===== src/rtl/rgc_pkg.sv =====
package rgc_pkg;

   localparam int CNOT_COST = 1;
   localparam int TOF_COST  = 5;

   // cost of a gate with k controls built as a Toffoli chain
   function automatic int mct_cost(input int k);
      return (k <= 1) ? CNOT_COST : TOF_COST * (k - 1);
   endfunction

   // helper lines left as garbage by a gate with k controls
   function automatic int mct_garb(input int k);
      return (k > 2) ? k - 2 : 0;
   endfunction

   // first garbage bit owned by the gate targeting state bit i (i >= 2)
   function automatic int garb_off(input int i);
      return 1 + ((i - 2) * (i - 1)) / 2;
   endfunction

   function automatic int counter_cost(input int n);
      int t;
      t = n * CNOT_COST;
      for (int i = 0; i < n; i++) t += mct_cost(i + 1);
      return t;
   endfunction

   function automatic int counter_garb(input int n);
      int t;
      t = 1;
      for (int i = 0; i < n; i++) t += mct_garb(i + 1);
      return t;
   endfunction

endpackage


===== src/rtl/rev_cnot.sv =====
module rev_cnot (
   input  logic ctl_i,
   input  logic tgt_i,
   output logic ctl_o,
   output logic tgt_o
);
   assign ctl_o = ctl_i;
   assign tgt_o = tgt_i ^ ctl_i;
endmodule


===== src/rtl/rev_tof.sv =====
module rev_tof (
   input  logic [1:0] ctl_i,
   input  logic       tgt_i,
   output logic [1:0] ctl_o,
   output logic       tgt_o
);
   assign ctl_o = ctl_i;
   assign tgt_o = tgt_i ^ (ctl_i[0] & ctl_i[1]);
endmodule


===== src/rtl/rev_mct.sv =====
// Multi-control Toffoli as a chain of three-line Toffolis. Helper line g
// accumulates the AND of the first g+2 controls and is not restored.
module rev_mct #(
   parameter int NCTRL = 3,
   localparam int NA = NCTRL - 2
) (
   input  logic [NCTRL-1:0] ctl_i,
   input  logic             tgt_i,
   input  logic [NA-1:0]    anc_i,
   output logic [NCTRL-1:0] ctl_o,
   output logic             tgt_o,
   output logic [NA-1:0]    anc_o
);
   if (NCTRL < 3) begin : g_bad_ctrl
      $error("rev_mct needs at least three controls");
   end

   wire [NA-1:0]    anc_mid;
   wire [NA-1:0]    anc_fw;
   wire [NCTRL-1:0] ctl_fw;

   for (genvar g = 0; g < NCTRL - 1; g++) begin : g_stage
      logic [1:0] ci;
      logic [1:0] co;
      logic       ti;
      logic       to;

      if (g == 0) begin : g_first
         assign ci = {ctl_i[1], ctl_i[0]};
      end else begin : g_next
         assign ci = {ctl_i[g+1], anc_mid[g-1]};
      end

      if (g == NCTRL - 2) begin : g_last_tgt
         assign ti    = tgt_i;
         assign tgt_o = to;
      end else begin : g_anc_tgt
         assign ti         = anc_i[g];
         assign anc_mid[g] = to;
      end

      rev_tof u_tof (
         .ctl_i(ci),
         .tgt_i(ti),
         .ctl_o(co),
         .tgt_o(to)
      );

      if (g == 0) begin : g_fw_first
         assign ctl_fw[1:0] = co;
      end else begin : g_fw_next
         assign ctl_fw[g+1]  = co[1];
         assign anc_fw[g-1]  = co[0];
      end
   end

   assign ctl_o = ctl_fw;
   assign anc_o = anc_fw;
endmodule


===== src/rtl/rev_counter.sv =====
module rev_counter #(
   parameter int N      = 4,
   parameter int COST_W = 16,
   parameter int CNT_W  = 8,
   localparam int GARB_W = rgc_pkg::counter_garb(N)
) (
   input  logic              clk,
   input  logic              rst,
   input  logic              cnt_en,
   output logic [N-1:0]      q_o,
   output logic [N-1:0]      nxt_o,
   output logic [GARB_W-1:0] garb_o,
   output logic [COST_W-1:0] cost_o,
   output logic [CNT_W-1:0]  garb_cnt_o
);
   localparam int COST = rgc_pkg::counter_cost(N);

   if (N < 3 || N > 8) begin : g_bad_n
      $error("rev_counter width must lie in 3..8");
   end
   if (COST >= (1 << COST_W) || GARB_W >= (1 << CNT_W)) begin : g_bad_w
      $error("rev_counter report fields too narrow");
   end

   logic [N-1:0] state_q;
   logic [N-1:0] cpy;
   logic [N-1:0] st [0:N];
   logic         cl [0:N];

   assign st[0] = state_q;
   assign cl[0] = cnt_en;

   // stage s targets bit N-1-s: upper bits flip first, on the present state
   for (genvar s = 0; s < N; s++) begin : g_casc
      localparam int I = N - 1 - s;
      localparam logic [N-1:0] HI = ~((N'(2) << I) - N'(1));
      logic [N-1:0] low_o;
      logic         tgt_q;
      logic         c_o;

      if (I == 0) begin : g_cnot
         rev_cnot u_g (
            .ctl_i(cl[s]),
            .tgt_i(st[s][0]),
            .ctl_o(c_o),
            .tgt_o(tgt_q)
         );
         assign low_o = '0;
      end else if (I == 1) begin : g_tof
         logic [1:0] co;
         rev_tof u_g (
            .ctl_i({st[s][0], cl[s]}),
            .tgt_i(st[s][1]),
            .ctl_o(co),
            .tgt_o(tgt_q)
         );
         assign c_o   = co[0];
         assign low_o = N'(co[1]);
      end else begin : g_mct
         localparam int OFF = rgc_pkg::garb_off(I);
         logic [I:0] co;
         rev_mct #(.NCTRL(I + 1)) u_g (
            .ctl_i({st[s][I-1:0], cl[s]}),
            .tgt_i(st[s][I]),
            .anc_i('0),
            .ctl_o(co),
            .tgt_o(tgt_q),
            .anc_o(garb_o[OFF +: I-1])
         );
         assign c_o   = co[0];
         assign low_o = N'(co[I:1]);
      end

      assign st[s+1] = (st[s] & HI) | (N'(tgt_q) << I) | low_o;
      assign cl[s+1] = c_o;
   end

   assign garb_o[0] = cl[N];

   // copy row: constant-0 targets receive the next state for feedback
   for (genvar b = 0; b < N; b++) begin : g_copy
      rev_cnot u_cp (
         .ctl_i(st[N][b]),
         .tgt_i(1'b0),
         .ctl_o(nxt_o[b]),
         .tgt_o(cpy[b])
      );
   end

   always_ff @(posedge clk) begin
      if (rst) state_q <= '0;
      else     state_q <= cpy;
   end

   assign q_o        = state_q;
   assign cost_o     = COST_W'(COST);
   assign garb_cnt_o = CNT_W'(GARB_W);
endmodule


===== config.mk =====
export PLATFORM = sky130hd
export DESIGN_NAME = rev_counter
export DESIGN_NICKNAME = d
export VERILOG_FILES = /design/src/rtl/rgc_pkg.sv /design/src/rtl/rev_cnot.sv /design/src/rtl/rev_tof.sv /design/src/rtl/rev_mct.sv /design/src/rtl/rev_counter.sv
export SDC_FILE = /design/constraint.sdc
export NUM_CORES = 1
export LEC_CHECK = 0
export BUFFER_PORTS_ARGS = -buffer_cell sky130_fd_sc_hd__buf_2
export CAP_MARGIN = 20
export CORE_AREA = 5 5 42 44
export DETAILED_ROUTE_END_ITERATION = 7
export DIE_AREA = 0 0 47 49
export GPL_TIMING_DRIVEN = 0
export PLACE_DENSITY = 0.8
export REMOVE_ABC_BUFFERS = 1
export SLEW_MARGIN = 20
export SYNTH_ARGS = -nofsm -noshare
export SYNTH_HDL_FRONTEND = slang
export SYNTH_SLANG_ARGS = --single-unit
export TNS_END_PERCENT = 1

===== constraint.sdc =====
create_clock -name clk -period 1.6 [get_ports clk]
set_input_delay 0.16 -clock clk [delete_from_list [all_inputs] [get_ports clk]]
set_output_delay 0.16 -clock clk [all_outputs]
set_load 0.005 [all_outputs]

---- Yosys cells after proc, flatten, opt, wreduce, memory -nomap -nowiden ----
Index checks and enable logic that the tools add are counted.
storage, ports and cells
  bits in registers ....................... 4
  input bits .............................. 3
  output and inout bits ................... 36
  logic and storage cells ................. 17
cells by class
  bitwise logic cells ..................... 16
operators by type and width
  operator                   count
  bitwise OR 4 x 1 -> 4 bit  2
  bitwise OR 4 x 2 -> 4 bit  2
  bitwise OR 4 x 3 -> 4 bit  2
  bitwise AND 1 bit          6
  XOR 1 bit                  4

---- Logic depth before layout (Yosys ltp) ----
Gate-level depths: netlist of run 1.
  depth after elaboration ................. 16
  mapped depth ............................ 5
  mapped depth without buffers ............ 5

---- Cells and area by module ----
A second synthesis of run 1 with hierarchy kept.
second synthesis, totals
  cell total of the unflattened synthesis .. 69
  area total of the unflattened synthesis .. 546.8 um^2
modules (own cells, without submodules)
  module       times used  cells an instance  area an instance (um^2)  sequential area each (um^2)
  rev_counter  1           35                 300.3                    80.1
  rev_tof      6           4                  27.5                     0.0
  rev_cnot     5           2                  16.3                     0.0

---- Worst setup path before layout of run 1 ----
Ideal clock, no wire load.
  path type ............................... register -> register
  start point ............................. register state_q[0], in the netlist q_o[0]
  end point ............................... register state_q[3], in the netlist q_o[3]
  library setup time ...................... 0.116 ns
  arrival time ............................ 1.235 ns
  required time ........................... 1.484 ns
  path slack .............................. 0.250 ns
  cell stages (with the launch flop) ...... 6
  buffers on the path ..................... 0
  clock period less this slack ............ 1.350 ns
  cell sequence ........................... dfxtp_1 ha_1 ha_1 ha_1 xor2_1 and2b_2
on the way
  word-level cells in the longest chain between the ends .. 10
RTL lines
  what                                            RTL line           text
  start: declaration                              rev_counter.sv:25  logic [N-1:0] state_q;
  start signal: assignment                        rev_counter.sv:92  else state_q <= cpy;
  bitwise AND 1 bit                               rev_tof.sv:8       assign tgt_o = tgt_i ^ (ctl_i[0] & ctl_i[1]);
  net g_casc[0].g_mct.u_g.g_stage[0].to           rev_mct.sv:26      logic to;
  bitwise AND 1 bit                               rev_tof.sv:8
  net g_casc[0].g_mct.u_g.g_stage[1].to           rev_mct.sv:26
  bitwise AND 1 bit                               rev_tof.sv:8
  XOR 1 bit                                       rev_tof.sv:8
  net g_casc[0].g_mct.u_g.g_stage[2].u_tof.tgt_o  rev_tof.sv:5       output logic tgt_o
  bitwise OR 4 x 3 -> 4 bit (2 in series)         rev_counter.sv:74  assign st[s+1] = (st[s] & HI) | (N'(tgt_q) << I) | low_o;
  bitwise OR 4 x 2 -> 4 bit (2 in series)         rev_counter.sv:74
  bitwise OR 4 x 1 -> 4 bit (2 in series)         rev_counter.sv:74
The timed path passes the listed nets, and every way through them passes these cells.
A chain may end at the register's enable or synchronous reset.

---- Final worst setup path of run 1 ----
  start point ............................. register state_q[0], in the netlist q_o[0]
  end point ............................... register state_q[3], in the netlist q_o[3]
on the way
  word-level cells in the longest chain between the ends .. 10
RTL lines
  what                                     RTL line
  bitwise AND 1 bit (3 in series)          rev_tof.sv:8
  XOR 1 bit                                rev_tof.sv:8
  bitwise OR 4 x 3 -> 4 bit (2 in series)  rev_counter.sv:74
  bitwise OR 4 x 2 -> 4 bit (2 in series)  rev_counter.sv:74
  bitwise OR 4 x 1 -> 4 bit (2 in series)  rev_counter.sv:74
No other way between the ends.

==> results of run 1 <==
-- logic make-up after synthesis --
kind of cell / count (synthesis) / share of synthesized area, %
xor+xnor: 1 / 2.03
fa+ha+maj: 3 / 8.70
buf+inv: 36 / 62.6
flops: 4 / 18.6
other cells: 2 / 1.74
simple gates: 4 / 6.38
-- metal layers --
layer	routed length, µm	GRT usage [%]
met5	0	0
met4	0	2.76
met3	98	5.54
met2	399	7.47
met1	144	3.94
-- per-stage QoR --
stage	instance area [µm²]	setup TNS, ps	std cells	util, %	hold slack (ps)
3_3_place_gp	334	0	66	23.8	369
5_1_grt	398	-34.3	71	28.4	120
2_1_floorplan	244	0	36	-	232
6_report	398	0	71	28.4	124
3_5_place_dp	334	0	66	23.8	376
4_1_cts	369	0	70	26.3	123
-- worst max-delay path: stages (launching register included) --
cell                      delay [ps]
sky130_fd_sc_hd__dfxtp_2         320
sky130_fd_sc_hd__ha_4            160
sky130_fd_sc_hd__ha_2            180
sky130_fd_sc_hd__ha_2            200
sky130_fd_sc_hd__xor2_2          180
sky130_fd_sc_hd__buf_4           130
sky130_fd_sc_hd__buf_4           120
sky130_fd_sc_hd__and2b_2         170
-- layout make-up --
cell class	count	area, µm²	area share, %
multi-input combinational	32	189	47.5
sequential	4	81.3	20.4
timing repair buffer	16	85.1	21.4
tap	16	20.0	5.03
clock buffer	3	22.5	5.66
-- final timing paths --
| kind | depth (start not counted) | startpoint | endpoint |
|---|---|---|---|
| worst max-delay path | 7 | q_o[0] | q_o[3] |
| worst min-delay path | 2 | rst | q_o[0] |
| worst max register to register | 7 | q_o[0] | q_o[3] |
| worst min register to register | 2 | q_o[0] | q_o[0] |
-- cell usage after synthesis --
cell type	n	area (µm²)
sky130_fd_sc_hd__nor2b_1	3	18.8
sky130_fd_sc_hd__xor2_1	1	8.76
sky130_fd_sc_hd__dfxtp_1	4	80.1
sky130_fd_sc_hd__and2b_2	1	8.76
sky130_fd_sc_hd__buf_4	36	270
sky130_fd_sc_hd__conb_1	2	7.51
sky130_fd_sc_hd__ha_1	3	37.5
-- layout by cell type, fill, tap and decap left out --
| cell type | Yosys | layout |
|---|---|---|
| sky130_fd_sc_hd__and2b_2 | 1 | 1 |
| sky130_fd_sc_hd__buf_2 | 0 | 14 |
| sky130_fd_sc_hd__buf_4 | 36 | 2 |
| sky130_fd_sc_hd__clkbuf_4 | 0 | 3 |
| sky130_fd_sc_hd__conb_1 | 2 | 24 |
| sky130_fd_sc_hd__dfxtp_1 | 4 | 3 |
| sky130_fd_sc_hd__dfxtp_2 | 0 | 1 |
| sky130_fd_sc_hd__ha_2 | 0 | 2 |
| sky130_fd_sc_hd__ha_4 | 0 | 1 |
| sky130_fd_sc_hd__nor2b_1 | 3 | 3 |
| sky130_fd_sc_hd__xor2_2 | 0 | 1 |
-- power groups by stage --
stage | logic, mW | registers, mW | clock network (mW)
2_1_floorplan | 0.0271 | 0.110 | 0
3_3_place_gp | 0.0503 | 0.109 | 0
3_5_place_dp | 0.0516 | 0.110 | 0
4_1_cts | 0.0532 | 0.108 | 0.131
5_1_grt | 0.0662 | 0.111 | 0.141
6_report | 0.0580 | 0.110 | 0.125
-- repair_timing --
action,in CTS,in global routing
endpoints found under the setup margin,1,1
gates resized for setup,2,4
pin swaps,0,1
setup buffers,1,1
==> metrics, run 1 <==
clock latency on the worst-skew pair 240 ps; # clock sinks 4; setup slack on the worst flop-to-flop path roughly 34 ps; crit-path max FO 3; kind of critical path register to register; Internal Dissipation ~0.22 mW; status finished clean; CTS Root Buffer Type sky130_fd_sc_hd__clkbuf_4; data required time of the worst path between 1500 and 2000 ps; setup slack after layout between 30 and 40 ps; net switching fraction of the power 26.6%; Max Transition Viols Final 0; kind of end point of the critical path register; highest attainable clock frequency between 600 and 700 MHz; share of layout cells above drive strength 1 a little under half; library cells used by synthesis 7; share of total power in sequential cells a little under two fifths; number of buffers between clock root and the deepest sink 2; net switching power of the design about 0.078 mW; die boundary width ~47 µm; path category of the worst min-delay check primary input to register; number of cells produced by synthesis 50; wirelength, routed 643 µm; combinational fraction of design power 19.8%; worst-case setup slack after placement 192 ps; Core Box Area between 0.001 and 0.0015 mm²; first-pass GRT wire length approximately 760 µm; sequential area share after synthesis 18.6%; Die Ht 49 µm; power density cells ~740 mW/mm²; Syn-to-layout area delta -7.83%; total iterations of the first detailed-routing run 1; count of final hold-check violations 0; antenna violations before repair 0; power after layout roughly 0.29 mW; number of max-cap violations 0; TritonCTS Buffers 3; maximum number of pins on one net before global-route repair 5; number of vias after detailed routing approximately 220; part of the total power dissipated in the clock network between 40% and 50%; row cnt 14; final setup violation count 0; DRC 0; flip-flop count of the largest register after layout 4; post-synthesis sequential element count 4; number of routed nets with antenna violations 0; synthesis warning total 0; worst endpoint data arrival time between 1500 and 2000 ps; number of fill cells in the layout ~160; synthesized area divided by synthesized cell count roughly 8.6 µm²; clock-pin transition on the worst setup and hold timing paths approximately 40 ps; IO buf count 14; final weighted congestion in routability-driven placement roughly 0.58; starting density of the core 30.8%; full die area 0.00230 mm²; CTS Hold Buffers Added 0; worst vdd rail ir drop between 300 and 400 µV; overall fraction of global-route tracks in use under 10%; Via density 3.14; number of DRC markers in iteration 0 0; HPWL after detailed placement between 500 and 600 µm; share of the clock period used by the worst path after layout between 90% and 100%; Inserted Diodes 0; count of pins on the block boundary 39; deepest level of the CTS H-tree 1; leakage dissipation roughly 0.25 nW; worst setup skew after layout approximately 4.1 ps; total congestion overflow after global routing 0; number of global-route vias before repair between 150 and 200; post-layout minimum cycle time between 1500 and 2000 ps; net count reported at finish 63; Synth Cell Area 432 µm²; routed length per instance about 9.1 µm; launching element type of the critical path register; CTS tree done
(Power assumes the default switching activity.)
==> run 2: changes to the inputs <==
--- a/config.mk
+++ b/config.mk
@@ -7,11 +7,12 @@
 export LEC_CHECK = 0
 export BUFFER_PORTS_ARGS = -buffer_cell sky130_fd_sc_hd__buf_2
 export CAP_MARGIN = 20
-export CORE_AREA = 5 5 42 44
+export CORE_AREA = 2 2 39 41
 export DETAILED_ROUTE_END_ITERATION = 7
-export DIE_AREA = 0 0 47 49
+export DIE_AREA = 0 0 41 43
 export GPL_TIMING_DRIVEN = 0
-export PLACE_DENSITY = 0.8
+export MAX_ROUTING_LAYER = met4
+export PLACE_DENSITY = 0.75
 export REMOVE_ABC_BUFFERS = 1
 export SLEW_MARGIN = 20
 export SYNTH_ARGS = -nofsm -noshare
==> metrics, run 2 (synthesized netlist as in run 1, its figures left out) <==
count of pins on the block boundary 39 (unchanged); deepest level of the CTS H-tree 1 (unchanged); Max Transition Viols Final 0 (unchanged); highest signal layer in the routed design met3; data required time of the worst path 1440 ps (-290 ps); number of vias after detailed routing 214 (-4.0%); launching element type of the critical path register; wirelength, routed 454 µm (-29%); CTS tree done; kind of critical path register to output port; detailed route wirelength on metal3 61 µm (-38%); row cnt 14 (unchanged); Critical R2R Launch q_o[0]; DRC 0 (unchanged); CTS Root Buffer Type sky130_fd_sc_hd__clkbuf_4; power density cells 732 mW/mm² (-0.56%); first-pass GRT wire length 524 µm (-31%); number of routed nets with antenna violations 0 (unchanged); worst-case setup slack after placement 199 ps (+7.42 ps); Inserted Diodes 0 (unchanged); share of total power in sequential cells 38.7% (+1.1 points); net count reported at finish 62 (-1.6%); highest attainable clock frequency 658 MHz (+3.0%); setup slack after layout 80.3 ps (+46.3 ps); routed length per instance 6.49 µm (-28%); number of global-route vias before repair 155 (-14%); crit-path max FO 3 (unchanged); net switching power of the design 0.0715 mW (-8.3%); clock latency on the worst-skew pair 230 ps (about the same); starting density of the core 31.2% (+0.39 points); share of the clock period used by the worst path after layout 95.0% (-2.9 points); leakage dissipation 0.246 nW (-1.8%); full die area 0.00176 mm² (-23%); antenna violations before repair 0 (unchanged); startpoint of the tightest hold check path rst; Via density 3.06 (-2.7%); number of DRC markers in iteration 0 0 (unchanged); part of the total power dissipated in the clock network 41.5% (-1.1 points); # clock sinks 4 (unchanged); commonest non-fill, non-tap cells in the layout sky130_fd_sc_hd__conb_1 (24), sky130_fd_sc_hd__buf_2 (14), sky130_fd_sc_hd__nor2b_1 (3), sky130_fd_sc_hd__clkbuf_4 (3), sky130_fd_sc_hd__dfxtp_1 (3); terminus of the critical flop-to-flop path q_o[3]; routed length on met2 286 µm (-28%); overall fraction of global-route tracks in use 4.83% (-0.23 points); path category of the worst min-delay check primary input to register; worst endpoint data arrival time 1360 ps (-330 ps); net switching fraction of the power 24.9% (-1.8 points); setup slack on the worst flop-to-flop path 200 ps (+170 ps); RSZ-0062 raised after global routing false; status finished clean; IO buf count 14 (unchanged); combinational fraction of design power 19.7% (about the same); Routed met1 length 107 µm (-26%); number of cells on the worst reg-to-reg path 6 (-1); count of final hold-check violations 0 (unchanged); Internal Dissipation 0.216 mW (+0.54%); number of cells traversed by the worst hold path 2 (unchanged); share of layout cells above drive strength 1 42.6% (-2.9 points); clock-pin transition on the worst setup and hold timing paths 40 ps (about the same); HPWL after detailed placement 410 µm (-21%); final weighted congestion in routability-driven placement 0.465 (-20%); total iterations of the first detailed-routing run 1 (unchanged); Core Box Area 0.00138 mm² (-1.2%); worst vdd rail ir drop 384 µV (-0.80%); Syn-to-layout area delta -8.99%; die boundary width 41 µm (-13%); Die Ht 43 µm (-12%); kind of end point of the critical path output port; number of fill cells in the layout 158 (-0.63%); final setup violation count 0 (unchanged); number of buffers between clock root and the deepest sink 2 (unchanged); maximum number of pins on one net before global-route repair 5 (unchanged); end point of the most critical hold path q_o[0]; commonest non-fill, non-tap cell in the layout sky130_fd_sc_hd__conb_1; post-layout minimum cycle time 1520 ps (-46.3 ps); flip-flop count of the largest register after layout 4 (unchanged); TritonCTS Buffers 3 (unchanged); worst setup skew after layout 1.56 ps (-2.50 ps); number of max-cap violations 0 (unchanged); total congestion overflow after global routing 0 (unchanged); Sum Neg Setup Slack 0 ps (unchanged)
==> run 2: cell types whose count changed in the layout (fill, tap and decap cells not counted), sizes merged <==
cell  change
buf       -1
==> run 2: worst max path at each step <==
| stage | startpoint | to | slack [ps] | depth (start not counted) |
|---|---|---|---|---|
| 2_1_floorplan | q_o[0] | q_o[3] | 160 | 5 |
| 3_3_place_gp | q_o[0] | nxt_o[3] | 220 | 5 |
| 3_5_place_dp | q_o[0] | nxt_o[3] | 200 | 5 |
| 4_1_cts | q_o[0] | nxt_o[3] | 20 | 5 |
| 5_1_grt | q_o[0] | nxt_o[3] | 5 | 5 |
| 6_report | q_o[0] | nxt_o[3] | 80 | 5 |
==> run 2: repair_timing <==
item,in CTS,in global routing
hold buffers,0,0
buffers inserted,1,0
pin swaps,0,1
setup endpoints to repair,1,1
gates resized for setup,2,4
cloned,0,0
==> run 2: area by class of cell <==
| class | instances | area, µm² | area share, % |
|---|---|---|---|
| Sequential cell | 4 | 81.3 | 20.7 |
| Timing Repair Buffer | 15 | 77.6 | 19.7 |
| Tap cell | 16 | 20.0 | 5.10 |
| Multi-Input combinational cell | 32 | 191 | 48.7 |
| Clock buffer | 3 | 22.5 | 5.73 |
==> run 2: power groups by stage <==
| stage | clock (mW) | combinational, mW | sequential, mW |
|---|---|---|---|
| 6_report | 0.120 | 0.0567 | 0.111 |
| 5_1_grt | 0.135 | 0.0676 | 0.112 |
| 4_1_cts | 0.127 | 0.0513 | 0.109 |
| 3_5_place_dp | 0 | 0.0497 | 0.110 |
| 3_3_place_gp | 0 | 0.0500 | 0.109 |
| 2_1_floorplan | 0 | 0.0271 | 0.110 |
==> run 2: through the flow <==
step | power [mW] | util [%] | cell area (µm²) | hold slack [ps] | std cells
2_1_floorplan | 0.138 | - | 244 | 232 | 36
3_3_place_gp | 0.159 | 24.1 | 334 | 369 | 66
5_1_grt | 0.314 | 28.4 | 393 | 120 | 70
3_5_place_dp | 0.160 | 24.1 | 334 | 374 | 66
4_1_cts | 0.286 | 26.7 | 369 | 129 | 70
6_report | 0.288 | 28.4 | 393 | 125 | 70
==> run 2: worst max-delay path, stage by stage, from the launching register on <==
cell and delay, ps:
sky130_fd_sc_hd__dfxtp_2 320, sky130_fd_sc_hd__ha_4 170, sky130_fd_sc_hd__ha_4 160, sky130_fd_sc_hd__ha_2 170
sky130_fd_sc_hd__xor2_1 170, sky130_fd_sc_hd__buf_2 140
==> run 2: routing by layer <==
layer	up-vias	global-route usage, %
li1	102	-
met3	0	5.24
met1	99	2.88
met5	-	-
met4	0	2.00
met2	13	7.81
==> run 3: changes to the inputs <==
--- a/config.mk
+++ b/config.mk
@@ -12,7 +12,7 @@
 export DIE_AREA = 0 0 41 43
 export GPL_TIMING_DRIVEN = 0
 export MAX_ROUTING_LAYER = met4
-export PLACE_DENSITY = 0.75
+export PLACE_DENSITY = 0.71
 export REMOVE_ABC_BUFFERS = 1
 export SLEW_MARGIN = 20
 export SYNTH_ARGS = -nofsm -noshare
==> metrics, run 3 (synthesized netlist as in run 1, its figures left out) <==
status finished clean; Die Ht 43 µm (unchanged); final setup violation count 0 (unchanged); count of pins on the block boundary 39 (unchanged); total congestion overflow after global routing 0 (unchanged); crit-path max FO 2 (-1); deepest level of the CTS H-tree 1 (unchanged); path category of the worst min-delay check primary input to register; starting density of the core 31.2% (unchanged); # clock sinks 4 (unchanged); leakage dissipation 0.243 nW (-1.1%); number of buffers between clock root and the deepest sink 2 (unchanged); launching element type of the critical path register; Syn-to-layout area delta -9.86%; net count reported at finish 62 (unchanged); first-pass GRT wire length 579 µm (+10%); worst endpoint data arrival time 1360 ps (about the same); number of fill cells in the layout 154 (-2.5%); total iterations of the first detailed-routing run 3 (+2); antenna violations before repair 0 (unchanged); highest attainable clock frequency 658 MHz (about the same); post-layout minimum cycle time 1520 ps (-1.02 ps); maximum number of pins on one net before global-route repair 5 (unchanged); DRC 0 (unchanged); full die area 0.00176 mm² (unchanged); kind of end point of the critical path output port; Max Transition Viols Final 0 (unchanged); count of final hold-check violations 0 (unchanged); Core Box Area 0.00138 mm² (unchanged); worst vdd rail ir drop 359 µV (-6.6%); crit path cell chain ha_2 -> ha_2 -> ha_4 -> xor2_2 -> buf_2; number of max-cap violations 0 (unchanged); row cnt 14 (unchanged); clock latency on the worst-skew pair 240 ps (about the same); commonest non-fill, non-tap cells in the layout sky130_fd_sc_hd__conb_1 (24), sky130_fd_sc_hd__buf_2 (14), sky130_fd_sc_hd__dfxtp_1 (4); CTS Hold Buffers Added 0 (unchanged); worst hold slack after final layout 131 ps (+6.05 ps); Sum Neg Setup Slack 0 ps (unchanged); Via density 3.09 (+0.93%); Finished Core Util 28.1% (-0.27 points); routed length per instance 6.97 µm (+7.5%); number of DRC markers in iteration 0 2 (+2); Inserted Diodes 0 (unchanged); number of routed nets with antenna violations 0 (unchanged); IO buf count 14 (unchanged); number of vias after detailed routing 216 (+0.93%); share of layout cells above drive strength 1 42.6% (unchanged); power density cells 737 mW/mm² (+0.69%); number of global-route vias before repair 156 (+0.65%); die boundary width 41 µm (unchanged); clock-pin transition on the worst setup and hold timing paths 40 ps (about the same); kind of critical path register to output port; HPWL after detailed placement 385 µm (-6.0%); flip-flop count of the largest register after layout 4 (unchanged); final weighted congestion in routability-driven placement 0.576 (+24%); wirelength, routed 488 µm (+7.5%); TritonCTS Buffers 3 (unchanged); overall fraction of global-route tracks in use 6.06% (+1.2 points); Slowest-stage cell, CP sky130_fd_sc_hd__dfxtp_1; share of the clock period used by the worst path after layout 94.9% (about the same); CTS tree done; worst setup skew after layout 4.64 ps (+3.08 ps); CTS Root Buffer Type sky130_fd_sc_hd__clkbuf_4; delay contributed by the slowest stage of the critical path 320 ps (about the same); cell occurring most often along the worst timing path sky130_fd_sc_hd__ha_2; commonest non-fill, non-tap cell in the layout sky130_fd_sc_hd__conb_1; data required time of the worst path 1440 ps (about the same)
[run 3: cell counts in the layout (fill, tap and decap cells not counted)]
No cell type changed its count.
[run 3: per-layer routing]
metal  share of wire (%)  GRT usage [%]  wire length (µm)
met1                  24           3.85               119
met2                  59           7.19               286
met3                  17           9.42                82
met4                   0           4.00                 0
met5                   0              -                 0
[run 3: layout make-up]
type,instances,area [µm²],share of cell area (%)
tap,16,20.0,5.14
sequential,4,80.1,20.6
clock buffer,3,22.5,5.79
timing repair buffer,15,77.6,19.9
multi-input combinational,32,189,48.6
[run 3: final timing paths]
check	slack, ps	cells past startpoint	endpoint	from
worst max-delay path	80	5	nxt_o[3]	q_o[0]
worst min-delay path	130	2	q_o[2]	rst
worst max register to register	320	5	q_o[3]	q_o[0]
worst min register to register	620	2	q_o[1]	q_o[1]
[run 3: critical path: cells and delay by family (launching register included)]
kind | cells | cell delay, ps
flip-flops | 1 | 320
buffers and inverters | 1 | 130
XOR/XNOR | 1 | 140
adder cells (fa/ha/maj) | 3 | 530
[run 3: stage by stage]
| step | power, mW | setup WS (ps) | instances | cell area [µm²] |
|---|---|---|---|---|
| floorplan | 0.138 | 157 | 36 | 244 |
| global placement | 0.159 | 214 | 66 | 334 |
| detailed placement | 0.160 | 190 | 66 | 334 |
| CTS | 0.291 | 19.5 | 69 | 362 |
| global route | 0.314 | -23.8 | 70 | 389 |
| finish | 0.287 | 81.3 | 70 | 389 |
[run 3: power by group]
| part | leakage, nW | total, mW | switching, mW | internal, mW |
|---|---|---|---|---|
| clock | 0.0138 | 0.124 | 0.0401 | 0.0838 |
| combinational | 0.197 | 0.0544 | 0.0301 | 0.0243 |
| sequential | 0.0326 | 0.109 | 0.00283 | 0.106 |
[run 3: what timing repair did]
action,4_1_cts,5_1_grt
gates resized for setup,2,3
pin swaps,1,1
setup buffers,0,1
endpoints found under the setup margin,1,1
